`config.mk`:
```
export PLATFORM = sky130hd
export DESIGN_NAME = srq_status_unit
export DESIGN_NICKNAME = d
export VERILOG_FILES = /design/src/rtl/srq_status_pkg.sv /design/src/rtl/srq_cond_track.sv /design/src/rtl/srq_err_latch.sv /design/src/rtl/srq_req_ctrl.sv /design/src/rtl/srq_status_unit.sv
export SDC_FILE = /design/constraint.sdc
export NUM_CORES = 1
export LEC_CHECK = 0
export BUFFER_PORTS_ARGS = -buffer_cell sky130_fd_sc_hd__buf_4
export CORE_MARGIN = 3
export CORE_UTILIZATION = 40
export DETAILED_ROUTE_END_ITERATION = 7
export HOLD_SLACK_MARGIN = 0.08
export PLACE_DENSITY = 0.66
export SLEW_MARGIN = 20
export SYNTH_ARGS = -nofsm -noshare
export SYNTH_HDL_FRONTEND = slang
export SYNTH_SLANG_ARGS = --single-unit
```
`constraint.sdc`:
```
create_clock -name clk -period 3.35 [get_ports clk]
set_input_delay 0.67 -clock clk [delete_from_list [all_inputs] [get_ports clk]]
set_output_delay 0.67 -clock clk [all_outputs]
set_load 0.05 [all_outputs]
```
`src/rtl/srq_status_pkg.sv`:
```
package srq_status_pkg;

    localparam int BYTE_W   = 8;
    localparam int BIT_OVF  = 0;
    localparam int BIT_FULL = 1;
    localparam int BIT_DONE = 3;
    localparam int BIT_RDY  = 4;
    localparam int BIT_ERR  = 5;
    localparam int BIT_RQS  = 6;

    // Bits that may cause a service request.
    localparam logic [BYTE_W-1:0] REQ_SRC_MASK = 8'h3B;

    typedef logic [BYTE_W-1:0] stat_byte_t;

endpackage

```
`src/rtl/srq_cond_track.sv`:
```
module srq_cond_track #(
    parameter int STORE_DEPTH = 100
) (
    input  logic clk,
    input  logic rst_n,
    input  logic ovr_evt,
    input  logic clean_evt,
    input  logic store_evt,
    input  logic store_rd,
    input  logic conv_done,
    input  logic rd_req,
    input  logic cmd_idle,
    output logic ovf,
    output logic full,
    output logic done,
    output logic rdy
);

    localparam int CNT_W = $clog2(STORE_DEPTH + 1);
    localparam logic [CNT_W-1:0] CNT_MAX = CNT_W'(STORE_DEPTH);

    typedef struct packed {
        logic             ovf;
        logic [CNT_W-1:0] cnt;
        logic             done;
        logic             rdy;
    } cond_t;

    cond_t st_d, st_q;

    always_comb begin
        st_d = st_q;
        // overflow: set wins over clear
        if (ovr_evt) begin
            st_d.ovf = 1'b1;
        end else if (clean_evt) begin
            st_d.ovf = 1'b0;
        end
        // store occupancy, saturating at depth
        if (store_evt && !store_rd) begin
            if (st_q.cnt != CNT_MAX) begin
                st_d.cnt = st_q.cnt + 1'b1;
            end
        end else if (store_rd && !store_evt) begin
            if (st_q.cnt != '0) begin
                st_d.cnt = st_q.cnt - 1'b1;
            end
        end
        // conversion done: set wins over clear
        if (conv_done) begin
            st_d.done = 1'b1;
        end else if (rd_req) begin
            st_d.done = 1'b0;
        end
        st_d.rdy = cmd_idle;
    end

    always_ff @(posedge clk) begin
        if (!rst_n) begin
            st_q <= '0;
        end else begin
            st_q <= st_d;
        end
    end

    assign ovf  = st_q.ovf;
    assign full = (st_q.cnt == CNT_MAX);
    assign done = st_q.done;
    assign rdy  = st_q.rdy;

    AST_OVF_SET: assert property (@(posedge clk) disable iff (!rst_n)
        ovr_evt |=> ovf);
    AST_OVF_CLR: assert property (@(posedge clk) disable iff (!rst_n)
        (clean_evt && !ovr_evt) |=> !ovf);
    AST_FULL_CLR: assert property (@(posedge clk) disable iff (!rst_n)
        (store_rd && !store_evt) |=> !full);
    AST_DONE_CLR: assert property (@(posedge clk) disable iff (!rst_n)
        (rd_req && !conv_done) |=> !done);
    AST_RDY_FOLLOW: assert property (@(posedge clk) disable iff (!rst_n)
        1'b1 |=> (rdy == $past(cmd_idle)));

endmodule

```
`src/rtl/srq_err_latch.sv`:
```
module srq_err_latch #(
    parameter int ERR_W = 4
) (
    input  logic             clk,
    input  logic             rst_n,
    input  logic [ERR_W-1:0] err_evt,
    input  logic             trig,
    input  logic             conv_busy,
    input  logic             errw_rd,
    output logic             err
);

    typedef struct packed {
        logic err;
    } err_state_t;

    err_state_t st_d, st_q;
    logic       overrun;
    logic       any_err;

    always_comb begin
        overrun = trig && conv_busy;
        any_err = (|err_evt) || overrun;
        st_d    = st_q;
        if (any_err) begin
            st_d.err = 1'b1;
        end else if (errw_rd) begin
            st_d.err = 1'b0;
        end
    end

    always_ff @(posedge clk) begin
        if (!rst_n) begin
            st_q <= '0;
        end else begin
            st_q <= st_d;
        end
    end

    assign err = st_q.err;

    AST_ERR_STICKY: assert property (@(posedge clk) disable iff (!rst_n)
        (err && !errw_rd) |=> err);
    AST_ERR_SET: assert property (@(posedge clk) disable iff (!rst_n)
        ((|err_evt) || (trig && conv_busy)) |=> err);

endmodule

```
`src/rtl/srq_req_ctrl.sv`:
```
module srq_req_ctrl
    import srq_status_pkg::*;
(
    input  logic       clk,
    input  logic       rst_n,
    input  stat_byte_t live,
    input  logic       mask_we,
    input  stat_byte_t mask_wdata,
    input  logic       stat_rd,
    output stat_byte_t status_byte,
    output logic       srq
);

    typedef struct packed {
        stat_byte_t mask;
        stat_byte_t prev;
        stat_byte_t snap;
        logic       pend;
    } req_state_t;

    req_state_t st_d, st_q;
    stat_byte_t live_src;
    stat_byte_t rises;
    logic       raise;

    always_comb begin
        live_src = live & REQ_SRC_MASK;
        rises    = live_src & ~st_q.prev & st_q.mask;
        raise    = !st_q.pend && (|rises);
        st_d      = st_q;
        st_d.prev = live_src;
        if (mask_we) begin
            st_d.mask = mask_wdata & REQ_SRC_MASK;
        end
        if (raise) begin
            st_d.pend = 1'b1;
            st_d.snap = live_src;
            st_d.snap[BIT_RQS] = 1'b1;
        end else if (st_q.pend && stat_rd) begin
            st_d.pend = 1'b0;
        end
    end

    always_ff @(posedge clk) begin
        if (!rst_n) begin
            st_q <= '0;
        end else begin
            st_q <= st_d;
        end
    end

    assign status_byte = st_q.pend ? st_q.snap : live_src;
    assign srq         = st_q.pend;

    AST_FROZEN: assert property (@(posedge clk) disable iff (!rst_n)
        (srq && !stat_rd) |=> $stable(status_byte));
    AST_RELEASE: assert property (@(posedge clk) disable iff (!rst_n)
        (srq && stat_rd) |=> !srq);
    AST_RQS_MATCH: assert property (@(posedge clk) disable iff (!rst_n)
        status_byte[BIT_RQS] == srq);
    AST_MASK_FILTER: assert property (@(posedge clk) disable iff (!rst_n)
        ((st_q.mask & ~REQ_SRC_MASK) == '0));

endmodule

```
`src/rtl/srq_status_unit.sv`:
```
module srq_status_unit
    import srq_status_pkg::*;
#(
    parameter int STORE_DEPTH = 100,
    parameter int ERR_W       = 4
) (
    input  logic             clk,
    input  logic             rst_n,
    input  logic             ovr_evt,
    input  logic             clean_evt,
    input  logic             store_evt,
    input  logic             store_rd,
    input  logic             conv_done,
    input  logic             rd_req,
    input  logic             cmd_idle,
    input  logic             trig,
    input  logic             conv_busy,
    input  logic [ERR_W-1:0] err_evt,
    input  logic             mask_we,
    input  logic [7:0]       mask_wdata,
    input  logic             stat_rd,
    input  logic             errw_rd,
    output logic [7:0]       status_byte,
    output logic             srq,
    output logic             err_flag
);

    logic       ovf, full, done, rdy, err;
    stat_byte_t live;

    srq_cond_track #(
        .STORE_DEPTH(STORE_DEPTH)
    ) i_cond (
        .clk      (clk),
        .rst_n    (rst_n),
        .ovr_evt  (ovr_evt),
        .clean_evt(clean_evt),
        .store_evt(store_evt),
        .store_rd (store_rd),
        .conv_done(conv_done),
        .rd_req   (rd_req),
        .cmd_idle (cmd_idle),
        .ovf      (ovf),
        .full     (full),
        .done     (done),
        .rdy      (rdy)
    );

    srq_err_latch #(
        .ERR_W(ERR_W)
    ) i_err (
        .clk      (clk),
        .rst_n    (rst_n),
        .err_evt  (err_evt),
        .trig     (trig),
        .conv_busy(conv_busy),
        .errw_rd  (errw_rd),
        .err      (err)
    );

    always_comb begin
        live           = '0;
        live[BIT_OVF]  = ovf;
        live[BIT_FULL] = full;
        live[BIT_DONE] = done;
        live[BIT_RDY]  = rdy;
        live[BIT_ERR]  = err;
    end

    srq_req_ctrl i_req (
        .clk        (clk),
        .rst_n      (rst_n),
        .live       (live),
        .mask_we    (mask_we),
        .mask_wdata (mask_wdata),
        .stat_rd    (stat_rd),
        .status_byte(status_byte),
        .srq        (srq)
    );

    assign err_flag = err;

    AST_UNUSED_ZERO: assert property (@(posedge clk) disable iff (!rst_n)
        (status_byte[2] == 1'b0) && (status_byte[7] == 1'b0));
    AST_ERR_NO_MASK: assert property (@(posedge clk) disable iff (!rst_n)
        (!srq && $rose(err_flag) && !i_req.st_q.mask[BIT_ERR]
         && ((i_req.st_q.mask & live & ~i_req.st_q.prev) == '0)) |=> !srq);

endmodule

```
Word-level counts from Yosys, hierarchy flattened
Index checks and enable logic that the tools add are counted.

operators by class
  reduce and logical (&&, ||, !) cells = 19
  muxes and demuxes = 13
  bitwise operators = 3
  eq/ne operators = 3
  add/subtract/negate cells = 2

operator list
  cell                                              number
  two-way mux 7 bit                                 5
  nonzero test 2 bit                                6
  bitwise AND 6 x 8 -> 8 bit                        1
  bitwise AND 8 x 6 -> 8 bit                        1
  two-way mux 1 bit                                 8
  inverter 8 bit                                    1
  OR reduction 8 bit                                1
  adder 7 x 1 -> 7 bit, second input constant       1
  equality test 7 bit, second input constant        1
  != test 7 bit, second input constant              1
  nonzero test 7 bit                                1
  subtractor 7 x 1 -> 7 bit, second input constant  1
  logical AND 1 bit                                 5
  OR reduction 4 bit                                1
  logical NOT 1 bit                                 3
  AND reduction 3 bit                               1
  != test 2 bit, second input constant              1
  logical OR 1 bit                                  1

storage, ports and cells
  word-level logic and storage cells = 50
  output and inout bits = 10
  flip-flop bits (word level) = 31
  bits of input ports = 26

Logic depth before layout (Yosys ltp)
  depth in word-level cells = 6
  depth in mapped cells = 8
  depth with buffers taken out = 8

Hierarchy
Synthesis repeated with hierarchy kept, for this count alone.

unflattened totals
  cell total of the unflattened synthesis = 168
  area, all modules = 1575.3 sq um

by module, submodules not included
  module           times used  cells each  area an instance (sq um)  sequential area each (sq um)
  srq_req_ctrl     1           85          837.1                     340.3
  srq_cond_track   1           76          681.9                     200.2
  srq_err_latch    1           6           52.6                      20.0
  srq_status_unit  1           1           3.8                       0.0

Least setup slack after synthesis
Ideal clock, no wire load.

  path type = register -> output
  start point = register i_cond.st_q[5] (netlist name)
  end point = output port status_byte[1]
  path buffers = 1
  data required time = 2680 ps
  data arrival time = 2303 ps
  stages on the path, launching flop included = 5
  slack = 377 ps
  cell sequence = dfxtp_1 -> or4_4 -> or2_1 -> buf_2 -> o21ai_0

on the way
  longest elaborated chain between the ends = 2

RTL lines
  what                      RTL line               RTL
  start: declaration        srq_cond_track.sv:29   cond_t st_d, st_q;
  start signal: assignment  srq_cond_track.sv:62   st_q <= st_d;
  equality test 7 bit       srq_cond_track.sv:67   assign full = (st_q.cnt == CNT_MAX);
  two-way mux 7 bit         srq_req_ctrl.sv:52     assign status_byte = st_q.pend ? st_q.snap : live_src;
  end: declaration          srq_status_unit.sv:23  output logic [7:0] status_byte,

No other way between the ends.

Worst setup path in the final report
Ends and elaborated chain as after synthesis.

==> impl_results.md <==
* Fin worst setup slack at between 0.6 and 0.7 ns
* Site row count at 20
* Final hold vios at 0
* Initial core utilization at between 40% and 50%
* Synth Area in Adders at 5.99%
* Remaining antenna violation count at 0
* Worst VDD drop at about 0.32 mV
* FILL cells at between 200 and 300
* Final period util at 80.2%
* Hold Slack at about 0.48 ns
* First-pass GRT wire length at 4590 um
* Placed cell area at ~0.0016 mm2
* # resized after CTS at 0
* Most frequent cells in the layout: buf_4 (30), dfxtp_1 (28), nor2_1 (22)
* Fmax at approximately 0.37 GHz
* DR DRC count at 0
* Commonest non-fill, non-tap cell in the layout: buf_4
* Core area at 0.00318 mm2
* Cells after Synth at 147
* Pin count of the biggest net entering global routing at 23
* Tot GR Track Use at between 10% and 20%
* DP Worst Slack at ~0.39 ns
* Vias at about 1100
* Mux cell area share after synthesis at 13.4%
* Layout area overhead at 21.1%
* Routability cong. at around 0.79
* Min Clock Period, post-route at between 2 and 3 ns
* Max-Cap Viols at 0
* Setup repair after global routing missed its margin: false
* Setup-failing EPs final at 0
* Design area at about 0.0017 mm2
* Largest fanout on the critical path at 5
* DR iter-0 viols at 22
* CTS Hold Bufs at 0
* Port bufs at 30
* Met1 Use GR at between 10% and 20%
* Drt wl/cell at ~13 um
* TritonCTS clock tree: yes
* CTS root buf: clkbuf_4
* Vias in the first global route at approximately 1100
* Grt ovf at 0
* CP endpoint kind: output port
* Seq/Total Area, Yosys at between 40% and 50%
* Met2 GRT Util at between 20% and 30%
* Layout Skew at between 0.0015 and 0.002 ns
* Longest Clk Path Bufs at 2
* Critical Path AT at around 2 ns
* DIE HEIGHT at 64.7 um
* Lkg Pwr at 0.776 nW
* Post-synthesis compound-gate area fraction at 13.7%
* N_diodes at 0
* Syn avg cell area at ~9.4 um2
* Post-synthesis xor/xnor area fraction at approximately 2.5%
* Worst slew margin at a little over half
* Post-CTS Setup Repair Bufs at 0
* Min-delay worst type: register to register
* PwrDens at 598 mW/mm2
* Post-synthesis simple-gate area fraction at between 10% and 20%
* DIE AREA at around 0.0042 mm2
* WL final at around 2700 um
* Via density at between 5 and 6
* Run status: finished, final reports clean
* Actual slew at the worst max-slew pin at about 0.7 ns
* CTS buffer count at 3
* Met3 Track Usage GR at approximately 4.5%
* Crit Path Category: register to output port
* Share of layout cells above drive strength 1 at between 20% and 30%
* Initial antenna violation count at 0
* CTS HTree Levels at 1
* TNS Setup at 0 ns
* Netlist cell types at 37
* CP Launch Type: register
* CP required at between 2 and 3 ns
* Clk slew on worst S/H paths at around 0.14 ns
* Router iterations before antenna repair at 4
* Clock Sink Count at 28
* Final #Nets at between 200 and 250
* DIE WIDTH at about 65 um
* Top Ports at 36
* Hpwl dp at between 2000 and 2500 um
* Worst skew pair latency at 0.33 ns
* Top Usage Layer GRT: met2
* Synthesized cell area at around 0.0014 mm2
* Slew Viols, Final at 0
* Yosys Warn Count at 0
* Largest family of logic cells by synthesized area: simple AND/OR/NAND/NOR gates
* Register bit total from synthesis at 28
[final timing paths]
kind,from,end,slack (ns),depth (start not counted)
setup / recovery,i_cond.st_q[5],status_byte[1],0.66,4
hold / removal,i_req.st_q[7],i_req.st_q[7],0.48,2
setup reg to reg,i_cond.st_q[5],i_cond.st_q[4],1.29,5
hold reg to reg,i_req.st_q[7],i_req.st_q[7],0.48,2
[stage by stage]
stage               utilization [%]  power, mW  cells
floorplan                         -      0.700    148
global placement               50.8      0.767    215
detailed placement             50.8      0.782    215
CTS                            52.5       1.01    219
global route                   52.5       1.06    219
finish                         52.5      0.997    219
[state kept, by name, summed over array words and instances (netlist names)]
name,flops
i_err.err,1
i_req.st_q,16
i_cond.st_q,7
i_req.srq,1
i_cond.rdy,1
i_cond.done,1
i_cond.ovf,1
[metal layers]
layer	wire length, um	up-vias	part of all wire, %
li1	-	561	-
met1	1180	514	43
met2	1400	26	51
met3	122	6	4.4
met4	44	0	1.6
met5	0	-	0
[area by class of cell]
type | count | area, um2 | area share, %
inverters | 7 | 26.3 | 1.58
clock buffers | 3 | 22.5 | 1.35
well taps | 44 | 55.1 | 3.30
multi-input cells | 106 | 748 | 44.9
clock inverters | 1 | 30.0 | 1.80
flip-flops and latches | 28 | 561 | 33.6
repair buffers | 30 | 225 | 13.5
[cells by family after synthesis]
kind of cell               count (synthesis)
and+or+nand+nor                           49
DFF                                       28
AOI/OAI and AO/OA                         27
muxes                                     18
buffers and inverters                     14
adders and majority gates                  6
xor gates and xnor gates                   4
other                                      1
[worst max-delay path, cell delays in order, from the launching register on]
cell and delay (ns):
dfxtp_1 0.36, or4_4 0.55, or2_1 0.33, o21ai_0 0.20, buf_4 0.23
[cell usage after synthesis (all sizes together)]
cell / instances / area [um2]
nor3: 1 / 5.00
xnor2: 1 / 8.76
nor4: 1 / 6.26
and2: 6 / 37.5
mux2i: 14 / 140
dfxtp: 28 / 561
and3b: 1 / 8.76
fa: 1 / 20.0
nor2b: 1 / 6.26
clkbuf: 2 / 7.51
conb: 1 / 3.75
ha: 5 / 62.6
or2: 1 / 6.26
o21ai: 5 / 25.0
a211o: 1 / 8.76
a211oi: 3 / 22.5
o31ai: 2 / 20.0
inv: 7 / 26.3
buf: 5 / 38.8
nand2b: 3 / 18.8
xor2: 3 / 26.3
a21o: 2 / 15.0
and2b: 1 / 8.76
nand2: 7 / 26.3
or4: 2 / 22.5
a21oi: 8 / 40.0
nand3: 2 / 10.0
or4b: 1 / 10.0
o22ai: 3 / 18.8
a22oi: 2 / 28.8
nor2: 22 / 82.6
a311o: 1 / 10.0
mux2: 4 / 45.0
[power breakdown]
group | total (mW) | internal (mW) | switching, mW
Combinational | 0.360 | 0.177 | 0.184
Sequential | 0.417 | 0.375 | 0.0418
Clock | 0.220 | 0.121 | 0.0991
Power figures use the tool's default switching activity.
